## src/rtl/busdma_pkg.sv

```systemverilog
package busdma_pkg;

  typedef enum logic [1:0] {
    ST_IDLE  = 2'd0,
    ST_FETCH = 2'd1,
    ST_MOVE  = 2'd2
  } dmaState_t;

  // Strobes from control to datapath
  typedef struct packed {
    logic launch;     // begin a run at the table pointer
    logic descLoad;   // capture fetched descriptor
    logic beat;       // one word moved
    logic finishOk;   // normal end of table
    logic finishErr;  // drive ended early
    logic halt;       // software stop
  } dmaStrobe_t;

endpackage

```

## src/rtl/busdma_regs.sv

```systemverilog
module busdma_regs
  import busdma_pkg::*;
#(
  parameter int AW      = 32,
  parameter int CW      = 16,
  parameter int SIMPLEX = 0
) (
  input  logic            clk,
  input  logic            rstN,
  input  logic            hostWe,
  input  logic            hostWordSel,
  input  logic [3:0]      hostBe,
  input  logic [31:0]     hostWdata,
  output logic [31:0]     hostRdata,
  input  logic [2*AW-1:0] memRdData,
  input  dmaStrobe_t      stb,
  output logic            startEv,
  output logic            stopEv,
  output logic            active,
  output logic            lastBeat,
  output logic            lastDesc,
  output logic [AW-1:0]   memAddr,
  output logic [AW-1:0]   xferAddr,
  output logic            xferToMem,
  output logic            irq
);

  localparam logic SIMPLEX_BIT = (SIMPLEX != 0);
  localparam int   WORD_W      = CW;
  localparam logic [WORD_W-1:0] FULL_WORDS = {1'b1, {(WORD_W-1){1'b0}}};

  logic              cmdStart, cmdDir;
  logic              stActive, stErr, stIntr;
  logic [1:0]        stCap;
  logic [AW-1:2]     tblPtr;
  logic [AW-1:2]     descPtr;
  logic [AW-1:1]     curAddr;
  logic [WORD_W-1:0] remainW;
  logic              wrCmd, wrStat;
  logic [CW-2:0]     cntWords;
  logic [7:0]        statusByte;
  logic              unusedBits;

  assign wrCmd    = hostWe && !hostWordSel && hostBe[0];
  assign wrStat   = hostWe && !hostWordSel && hostBe[2];
  assign startEv  = wrCmd && hostWdata[0] && !cmdStart;
  assign stopEv   = wrCmd && !hostWdata[0] && cmdStart;
  assign cntWords = memRdData[AW+CW-1:AW+1];
  assign unusedBits = ^{memRdData[0], memRdData[AW], memRdData[2*AW-2:AW+CW], hostWdata[1]};

  // Command byte
  always_ff @(posedge clk) begin
    if (!rstN) begin
      cmdStart <= 1'b0;
      cmdDir   <= 1'b0;
    end else if (wrCmd) begin
      cmdStart <= hostWdata[0];
      cmdDir   <= hostWdata[3];
    end
  end

  // Table pointer, one byte lane at a time
  always_ff @(posedge clk) begin
    if (!rstN) begin
      tblPtr <= '0;
    end else if (hostWe && hostWordSel) begin
      if (hostBe[0]) tblPtr[7:2] <= hostWdata[7:2];
      for (int b = 1; b < 4; b++)
        if (hostBe[b]) tblPtr[8*b +: 8] <= hostWdata[8*b +: 8];
    end
  end

  // Status byte
  always_ff @(posedge clk) begin
    if (!rstN) begin
      stActive <= 1'b0;
      stErr    <= 1'b0;
      stIntr   <= 1'b0;
      stCap    <= 2'b00;
    end else begin
      if (stb.halt || stb.finishOk || stb.finishErr) stActive <= 1'b0;
      else if (stb.launch)                           stActive <= 1'b1;

      if (stb.finishOk || stb.finishErr)       stIntr <= 1'b1;
      else if (wrStat && hostWdata[18])        stIntr <= 1'b0;

      if (stb.finishErr)                       stErr <= 1'b0 | 1'b1;
      else if (wrStat && hostWdata[17])        stErr <= 1'b0;

      if (wrStat) stCap <= hostWdata[22:21];
    end
  end

  // Descriptor walk and word counter
  always_ff @(posedge clk) begin
    if (!rstN) begin
      descPtr  <= '0;
      curAddr  <= '0;
      remainW  <= '0;
      lastDesc <= 1'b0;
    end else begin
      if (stb.launch)        descPtr <= tblPtr;
      else if (stb.descLoad) descPtr <= descPtr + 2'd2;

      if (stb.descLoad) begin
        curAddr  <= memRdData[AW-1:1];
        remainW  <= (cntWords == '0) ? FULL_WORDS : {1'b0, cntWords};
        lastDesc <= memRdData[2*AW-1];
      end else if (stb.beat) begin
        curAddr <= curAddr + 1'b1;
        remainW <= remainW - 1'b1;
      end
    end
  end

  assign lastBeat   = (remainW == {{(WORD_W-1){1'b0}}, 1'b1});
  assign active     = stActive;
  assign memAddr    = {descPtr, 2'b00};
  assign xferAddr   = {curAddr, 1'b0};
  assign xferToMem  = cmdDir;
  assign irq        = stIntr;
  assign statusByte = {SIMPLEX_BIT, stCap, 2'b00, stIntr, stErr, stActive};
  assign hostRdata  = hostWordSel ? {tblPtr, 2'b00}
                                  : {8'h00, statusByte, 8'h00, 4'h0, cmdDir, 2'b00, cmdStart};


  launch_ptr_chk: assert property (@(posedge clk) disable iff (!rstN)
    stb.launch |=> stActive && (memAddr == {$past(tblPtr), 2'b00}));


  done_flags_chk: assert property (@(posedge clk) disable iff (!rstN)
    stb.finishOk |=> stIntr && !stActive);


  err_flags_chk: assert property (@(posedge clk) disable iff (!rstN)
    stb.finishErr |=> stIntr && stErr && !stActive);


  w1c_intr_chk: assert property (@(posedge clk) disable iff (!rstN)
    (wrStat && hostWdata[18] && !stb.finishOk && !stb.finishErr) |=> !stIntr);

endmodule

```

## src/rtl/busdma_ctrl.sv

```systemverilog
module busdma_ctrl
  import busdma_pkg::*;
(
  input  logic       clk,
  input  logic       rstN,
  input  logic       startEv,
  input  logic       stopEv,
  input  logic       memAck,
  input  logic       devReq,
  input  logic       devDone,
  input  logic       lastBeat,
  input  logic       lastDesc,
  input  logic       active,
  output dmaStrobe_t stb,
  output logic       memReq,
  output logic       dmaBeat
);

  dmaState_t state, nxt;

  always_comb begin
    stb = '0;
    nxt = state;
    unique case (state)
      ST_IDLE: begin
        if (startEv) begin
          stb.launch = 1'b1;
          nxt = ST_FETCH;
        end
      end
      ST_FETCH: begin
        if (stopEv) begin
          stb.halt = 1'b1;
          nxt = ST_IDLE;
        end else if (devDone) begin
          stb.finishErr = 1'b1;
          nxt = ST_IDLE;
        end else if (memAck) begin
          stb.descLoad = 1'b1;
          nxt = ST_MOVE;
        end
      end
      ST_MOVE: begin
        if (stopEv) begin
          stb.halt = 1'b1;
          nxt = ST_IDLE;
        end else if (devReq) begin
          stb.beat = 1'b1;
          if (lastBeat && lastDesc) begin
            stb.finishOk = 1'b1;
            nxt = ST_IDLE;
          end else if (lastBeat) begin
            nxt = ST_FETCH;
          end
        end else if (devDone) begin
          stb.finishErr = 1'b1;
          nxt = ST_IDLE;
        end
      end
      default: nxt = ST_IDLE;
    endcase
  end

  always_ff @(posedge clk) begin
    if (!rstN) state <= ST_IDLE;
    else       state <= nxt;
  end

  assign memReq  = (state == ST_FETCH);
  assign dmaBeat = stb.beat;


  halt_stop_chk: assert property (@(posedge clk) disable iff (!rstN)
    (stopEv && state != ST_IDLE) |=> (state == ST_IDLE) && !active);


  beat_active_chk: assert property (@(posedge clk) disable iff (!rstN)
    dmaBeat |-> active);


  strobe_onehot_chk: assert property (@(posedge clk) disable iff (!rstN)
    $onehot0({stb.launch, stb.descLoad, stb.finishOk, stb.finishErr, stb.halt}));

endmodule

```

## src/rtl/busdma_channel.sv

```systemverilog
module busdma_channel
  import busdma_pkg::*;
#(
  parameter int AW      = 32,
  parameter int CW      = 16,
  parameter int SIMPLEX = 0
) (
  input  logic            clk,
  input  logic            rstN,
  input  logic            hostWe,
  input  logic            hostWordSel,
  input  logic [3:0]      hostBe,
  input  logic [31:0]     hostWdata,
  output logic [31:0]     hostRdata,
  output logic            memReq,
  output logic [AW-1:0]   memAddr,
  input  logic            memAck,
  input  logic [2*AW-1:0] memRdData,
  input  logic            devReq,
  input  logic            devDone,
  output logic            dmaBeat,
  output logic [AW-1:0]   xferAddr,
  output logic            xferToMem,
  output logic            irq
);

  dmaStrobe_t stb;
  logic startEv, stopEv, active, lastBeat, lastDesc;

  busdma_regs #(.AW(AW), .CW(CW), .SIMPLEX(SIMPLEX)) uRegs (
    .clk(clk), .rstN(rstN), .hostWe(hostWe), .hostWordSel(hostWordSel),
    .hostBe(hostBe), .hostWdata(hostWdata), .hostRdata(hostRdata),
    .memRdData(memRdData), .stb(stb), .startEv(startEv), .stopEv(stopEv),
    .active(active), .lastBeat(lastBeat), .lastDesc(lastDesc),
    .memAddr(memAddr), .xferAddr(xferAddr), .xferToMem(xferToMem), .irq(irq)
  );

  busdma_ctrl uCtrl (
    .clk(clk), .rstN(rstN), .startEv(startEv), .stopEv(stopEv),
    .memAck(memAck), .devReq(devReq), .devDone(devDone),
    .lastBeat(lastBeat), .lastDesc(lastDesc), .active(active),
    .stb(stb), .memReq(memReq), .dmaBeat(dmaBeat)
  );

endmodule

```

## config.mk

```make
export PLATFORM = sky130hd
export DESIGN_NAME = busdma_channel
export DESIGN_NICKNAME = d
export VERILOG_FILES = /design/src/rtl/busdma_pkg.sv /design/src/rtl/busdma_regs.sv /design/src/rtl/busdma_ctrl.sv /design/src/rtl/busdma_channel.sv
export SDC_FILE = /design/constraint.sdc
export NUM_CORES = 1
export LEC_CHECK = 0
export BUFFER_PORTS_ARGS = -buffer_cell sky130_fd_sc_hd__buf_2
export CAP_MARGIN = 20
export CORE_UTILIZATION = 50
export CTS_BUF_LIST = sky130_fd_sc_hd__clkbuf_4
export CTS_CLUSTER_SIZE = 24
export DETAILED_ROUTE_END_ITERATION = 10
export GPL_TIMING_DRIVEN = 0
export PLACE_DENSITY = 0.8
export SLEW_MARGIN = 10
export SYNTH_ARGS = -nofsm -noshare
export SYNTH_HDL_FRONTEND = slang
export SYNTH_SLANG_ARGS = --single-unit
```

## constraint.sdc

```tcl
create_clock -name clk -period 5.2 [get_ports clk]
set_input_delay 0.52 -clock clk [delete_from_list [all_inputs] [get_ports clk]]
set_output_delay 0.52 -clock clk [all_outputs]
set_load 0.02 [all_outputs]
```

# ---- Word-level counts from Yosys, hierarchy flattened
# Cells that the tools add are included.
dict set report totals {
  latch_bits 0
  mem_count 0
  word_cells 92
  register_bits 117
  romBits 0
  inputBits 107
  ram_bits 0
}
dict set report classes {
  bitwise 1
  div 0
  shift 0
  n_reduce_logical 29
  mux 37
  magnitude_cmp 0
  n_mul 0
  eq_ne 7
  n_addsub 3
}
# op n
set ops {}
lappend ops {{two-way mux 31 bit} 2}
lappend ops {{two-way mux 30 bit} 2}
lappend ops {{two-way mux 16 bit} 3}
lappend ops {{two-way mux 32 bit} 1}
lappend ops {{adder 31 x 1 -> 31 bit, second input constant} 1}
lappend ops {{adder 30 x 2 -> 30 bit, second input constant} 1}
lappend ops {{two-way mux 2 bit} 11}
lappend ops {{equality test 16 x 1 -> 1 bit, second input constant} 1}
lappend ops {{subtractor 16 x 1 -> 16 bit, second input constant} 1}
lappend ops {{zero test 15 bit} 1}
lappend ops {{two-way mux 1 bit} 15}
lappend ops {{logical AND 1 bit} 11}
lappend ops {{AND reduction 2 bit} 4}
lappend ops {{nonzero test 2 bit} 4}
lappend ops {{case mux 2 bit (3 select lines)} 1}
lappend ops {{!= test 5 x 3 -> 1 bit, second input constant} 1}
lappend ops {{!= test 4 x 1 -> 1 bit, second input constant} 1}
lappend ops {{!= test 4 bit, second input constant} 1}
lappend ops {{case mux 2 bit (2 select lines)} 1}
lappend ops {{AND reduction 4 bit} 1}
lappend ops {{zero test 1 bit} 3}
lappend ops {{logical OR 1 bit} 3}
lappend ops {{two-way mux 3 bit} 1}
lappend ops {{equality test 2 x 1 -> 1 bit, second input constant} 1}
lappend ops {{other kinds (5)} 5}

# ---- Depth between registers and ports, before layout
dict set report logic_depth {
  word_depth 10
  ltp_mapped 9
  depth_no_buf 8
}

# ---- Cells and area by module
# A second synthesis with hierarchy kept.
dict set report hier_totals {
  hier_cells 727
  area_unflattened_um2 6128.4
}
# mod instances seq_area_each_um2 area_each_um2 cells_per_inst
set modules_own_cells {}
lappend modules_own_cells {busdma_regs 1 2302.2 5833.1 693}
lappend modules_own_cells {busdma_ctrl 1 40.0 295.3 34}

# ---- Least setup slack after synthesis
# No wires, ideal clock.
dict set report synth_path {
  path_type {register to register}
  startpoint {register uCtrl.state[1]}
  endpoint {register uRegs.descPtr[24] in the netlist's numbering}
  path_stages_with_launch 8
  setup_ps 86
  required_ps 5114
  setup_slack_ps 3133
  t_arrival_ps 1982
  cell_sequence {dfxtp_1 > inv_1 > ha_1 > nand3b_1 > a2111oi_4 > nand3_1 > xor2_1 > a211oi_1}
}
dict set report synth_via {
  elab_chain_cells 3
}
# item line_no
set synth_rtl {}
lappend synth_rtl {{start: declaration} busdma_ctrl.sv:19} ;# dmaState_t state, nxt;
lappend synth_rtl {{start signal: assignment} busdma_ctrl.sv:66} ;# else state <= nxt;
lappend synth_rtl {{equality test 2 x 1 -> 1 bit} n/a}
lappend synth_rtl {{net memReq} busdma_channel.sv:15} ;# output logic memReq,
lappend synth_rtl {{two-way mux 1 bit} busdma_ctrl.sv:24} ;# unique case (state)
lappend synth_rtl {{nonzero test 2 bit (no source line)} n/a}
lappend synth_rtl {{end signal: assignment} busdma_regs.sv:102} ;# if (stb.launch) descPtr <= tblPtr;
lappend synth_rtl {{end signal: assignment} busdma_regs.sv:103} ;# else if (stb.descLoad) descPtr <= descPtr + 2'd2;
lappend synth_rtl {{end: declaration} busdma_regs.sv:36} ;# logic [AW-1:2] descPtr;
# The timed path passes the listed nets, and every way through them passes these cells.
# A chain may end at the register's enable or synchronous reset.

# ---- Worst setup path in the final report
dict set report layout_path {
  startpoint {register uCtrl.state[0]}
  endpoint {output port dmaBeat}
}
dict set report layout_via {
  elab_chain_cells 2
}
# item line_no
set layout_rtl {}
lappend layout_rtl {{equality test 2 bit} busdma_ctrl.sv:24}
lappend layout_rtl {{two-way mux 2 bit} busdma_ctrl.sv:24}
lappend layout_rtl {{end: declaration} busdma_channel.sv:21} ;# output logic dmaBeat,
# Every way passes these cells.

==> run_results.csv <==
group,metric,value,unit
status,outcome,"finished, final reports clean",
floorplan,rows,40,
clock_tree,clkTransAtPathRegs,120,ps
worst_setup_path,startpoint_type,"flip-flop",
power_and_ir_drop,vdd_drop_max,0.201,mV
worst_setup_path,crit_fanout,10,
logic_synthesis,synthCells,753,
drt,met1_length,8300,um
drt,via_count,6750,
timing,maxSlewHeadroom,34.4,%
timing,fin_worst_skew,25.9,ps
worst_setup_path,worstSetupEndpointType,"output pin",
timing,min_period,2920,ps
power_and_ir_drop,pwr-share-seq,45.9,%
drt,via_per_inst,5.93,
global_routing,grt_max_degree,17,
power_and_ir_drop,switching_share,35.3,%
timing,fmax,342,MHz
timing,rsz0062_at_grt,"no",
logic_synthesis,syn_avg_cell_area,8.40,um^2
clock_tree,ctsHoldBuffers,0,
place,port_buffers,182,
logic_synthesis,synth_area_leaders,"dfxtp_1, mux2i_1, xor2_1",
finish,diodes,0,
finish,regArea,0.00234,mm^2
timing,tns,0,ps
drt,top_layer_used,"met4",
clock_tree,clock_latency,550,ps
global_routing,grt_pass1_wl,31900,um
power_and_ir_drop,p_per_area,293,mW/mm^2
drt,wl_met2,9530,um
drt,avgRoutedWirePerCell,18.1,um
drt,drtIter0Drc,644,
min_path,hp-class,"in2reg",
logic_synthesis,async_reset_ff_share,0,%
floorplan,io_pins,207,
clock_tree,htree_levels,4,
logic_synthesis,ys_types,62,
global_routing,grt_pass1_vias,6267,
floorplan,core-area,0.0122,mm^2
worst_setup_path,rrSetupSlack,2510,ps
place,gp_congestion,0.987,
global_routing,antenna_found_initial,0,
drt,met3_length,2030,um
clock_tree,clock-sinks,117,
logic_synthesis,yosysWarnings,0,
min_path,min_to,"uRegs.tblPtr[30]",
worst_setup_path,reg2reg_from,"uCtrl.state[1]",
power_and_ir_drop,finalPower,2270,uW
timing,report.final.slew_viol_count,0,
finish,finalNetCount,1072,
timing,setup_violations,0,
worst_setup_path,r2r_end,"uRegs.curAddr[3]",
timing,finalCritPeriodShare,56.1,%
floorplan,die_h,114,um
power_and_ir_drop,pwr-share-clk,29.0,%
logic_synthesis,synth_top_area_cell,"dfxtp_1",
worst_setup_path,worstPathArrival,2400,ps
finish,multiInputGateArea,0.00372,mm^2
global_routing,gr-total-overflow,0,
logic_synthesis,synth_edf_count,0,
place,dp_hpwl,15100,um
worst_setup_path,critical_path_class,"reg2out",
worst_setup_path,ff2ff_path_depth,8,
global_routing,grt_use_total,31.6,%
min_path,hold_depth,3,
clock_tree,cts_made_buffers,17,
clock_tree,post_cts_buffers,0,
drt,drc,0,
min_path,min_from,"hostWdata[30]",
worst_setup_path,cp_cell_sequence,"inv_1, ha_1, and2_1, o21ai_1, inv_1, buf_2, buf_2",
job,maxCapViolations,0,
logic_synthesis,ys_seq_elements,117,
clock_tree,clockBufferDepth,2,
worst_setup_path,slowest_stage,"dfxtp_1",
floorplan,die-area,0.0131,mm^2
timing,final-hold-violation-count,0,
power_and_ir_drop,p_switching,800,uW
power_and_ir_drop,power_frac_comb,25.2,%
clock_tree,cts_resized,0,
clock_tree,cts-root-buf,"clkbuf_4",
timing,tightestPinTransition,984,ps
power_and_ir_drop,p_int,1470,uW
drt,wirelength,20600,um
finish,n_fill_cell,1129,
floorplan,start_util,52.0,%
logic_synthesis,syn_area,0.00632,mm^2
logic_synthesis,synth-seq-area-share,37.0,%
clock_tree,cts_tree,"yes",
drt,drtPass1Iterations,8,
worst_setup_path,critPathMaxStageDelay,360,ps
logic_synthesis,synth_flop_cell,"dfxtp_1",
drt,postRouteAntennaNets,0,
logic_synthesis,yosysTopAreaCellShare,37.0,%
power_and_ir_drop,cellLeakagePower,0.00343,uW
finish,drive_gt1_share,25.9,%
worst_setup_path,required,4680,ps
floorplan,die_w,114,um
finish,syn_to_final_growth,22.3,%
-- layout make-up --
class	count	share of cell area (%)
sequential	117	30.3
tap	168	2.72
multi-input combinational	575	48.1
inverter	15	0.728
buffer	49	2.77
clock buffer	19	1.85
timing repair buffer	182	11.8
clock inverter	13	1.72
-- worst max-delay path, delay by kind of cell, from the launching register on --
kind                     cells  cell delay [ps]
buffers and inverters        4              830
flip-flops                   1              360
AND/OR/NAND/NOR              1              260
adder cells (fa/ha/maj)      1              220
AO/OA/AOI/OAI                1              180
-- kinds of logic after synthesis --
family,share of synthesized area (%)
compound gates,18.0
xor+xnor,7.48
fa+ha+maj,1.58
buf+inv,4.27
flops,37.0
mux,6.47
other cells,0.0593
simple gates,25.1
-- cells in the mapped netlist (all sizes together) (4+ instances only) --
cell type,n
nand4,33
or3,7
xor2,36
mux2,7
o221ai,6
o21a,4
a21oi,56
a211oi,17
mux2i,33
and3,11
or4,5
dfxtp,117
o21ai,49
and2,32
buf,20
inv,14
a22oi,10
o22ai,8
nand3,26
nor4,13
nand2,49
xnor2,18
clkbuf,29
and4,8
nor3,14
ha,8
a31oi,12
nor2,74
-- cell usage in the layout (no fill, tap or decap), drive strengths merged, types with 3 or more instances in the layout --
cell	n
a211oi	17
a21oi	56
a22oi	10
a311oi	3
a31oi	12
and2	32
and3	11
and4	8
buf	202
clkbuf	48
clkinv	9
conb	4
dfxtp	117
ha	8
inv	15
mux2	7
mux2i	33
nand2	49
nand2b	3
nand3	26
nand3b	3
nand4	33
nor2	74
nor2b	3
nor3	14
nor4	13
o21a	4
o21ai	49
o221ai	6
o22ai	8
o41ai	3
or3	7
or4	5
xnor2	18
xor2	36
-- power by group through the flow --
stage / Sequential [uW] / Combinational [uW] / Clock (uW)
after detailed placement: 1060 / 559 / 0
after CTS: 1040 / 562 / 656
after global placement: 1060 / 551 / 0
final: 1040 / 570 / 657
after global routing: 1050 / 619 / 698
after floorplan: 1080 / 336 / 0
-- routing by layer --
layer  vias up  GRT usage (%)
li1       3147              -
met1      3143           38.4
met2       394           52.4
met3        66           8.26
met4         0           14.6
met5         -              0
-- sequential cells by signal, summed over array words and instances, names as in the netlist --
name	count
uRegs.tblPtr	30
uCtrl.state	2
uRegs.active	1
uRegs.descPtr	30
uRegs.lastDesc	1
uRegs.stErr	1
uRegs.curAddr	31
uRegs.xferToMem	1
uRegs.remainW	16
uRegs.irq	1
uRegs.stCap	2
uRegs.cmdStart	1
-- how the worst max path moves through the flow --
stage,from,to,slack (ps),cells after the start
floorplan,uCtrl.state[1],uRegs.descPtr[24],3130,7
CTS,uCtrl.state[0],dmaBeat,2340,7
detailed placement,hostWordSel,uRegs.curAddr[29],2460,7
global route,uCtrl.state[0],dmaBeat,2160,7
finish,uCtrl.state[0],dmaBeat,2280,7
global placement,hostWordSel,uRegs.remainW[7],2480,7
-- through the flow --
stage	instances	worst slack [ps]	utilization (%)	hold WS, ps	area, um^2
global route	1138	2160	63.6	159	7730
floorplan	756	3130	-	440	6330
CTS	1138	2340	63.6	179	7730
finish	1138	2280	63.6	187	7730
global placement	1106	2480	61.3	442	7450
detailed placement	1106	2460	61.3	449	7450
(Power assumes the default switching activity.)
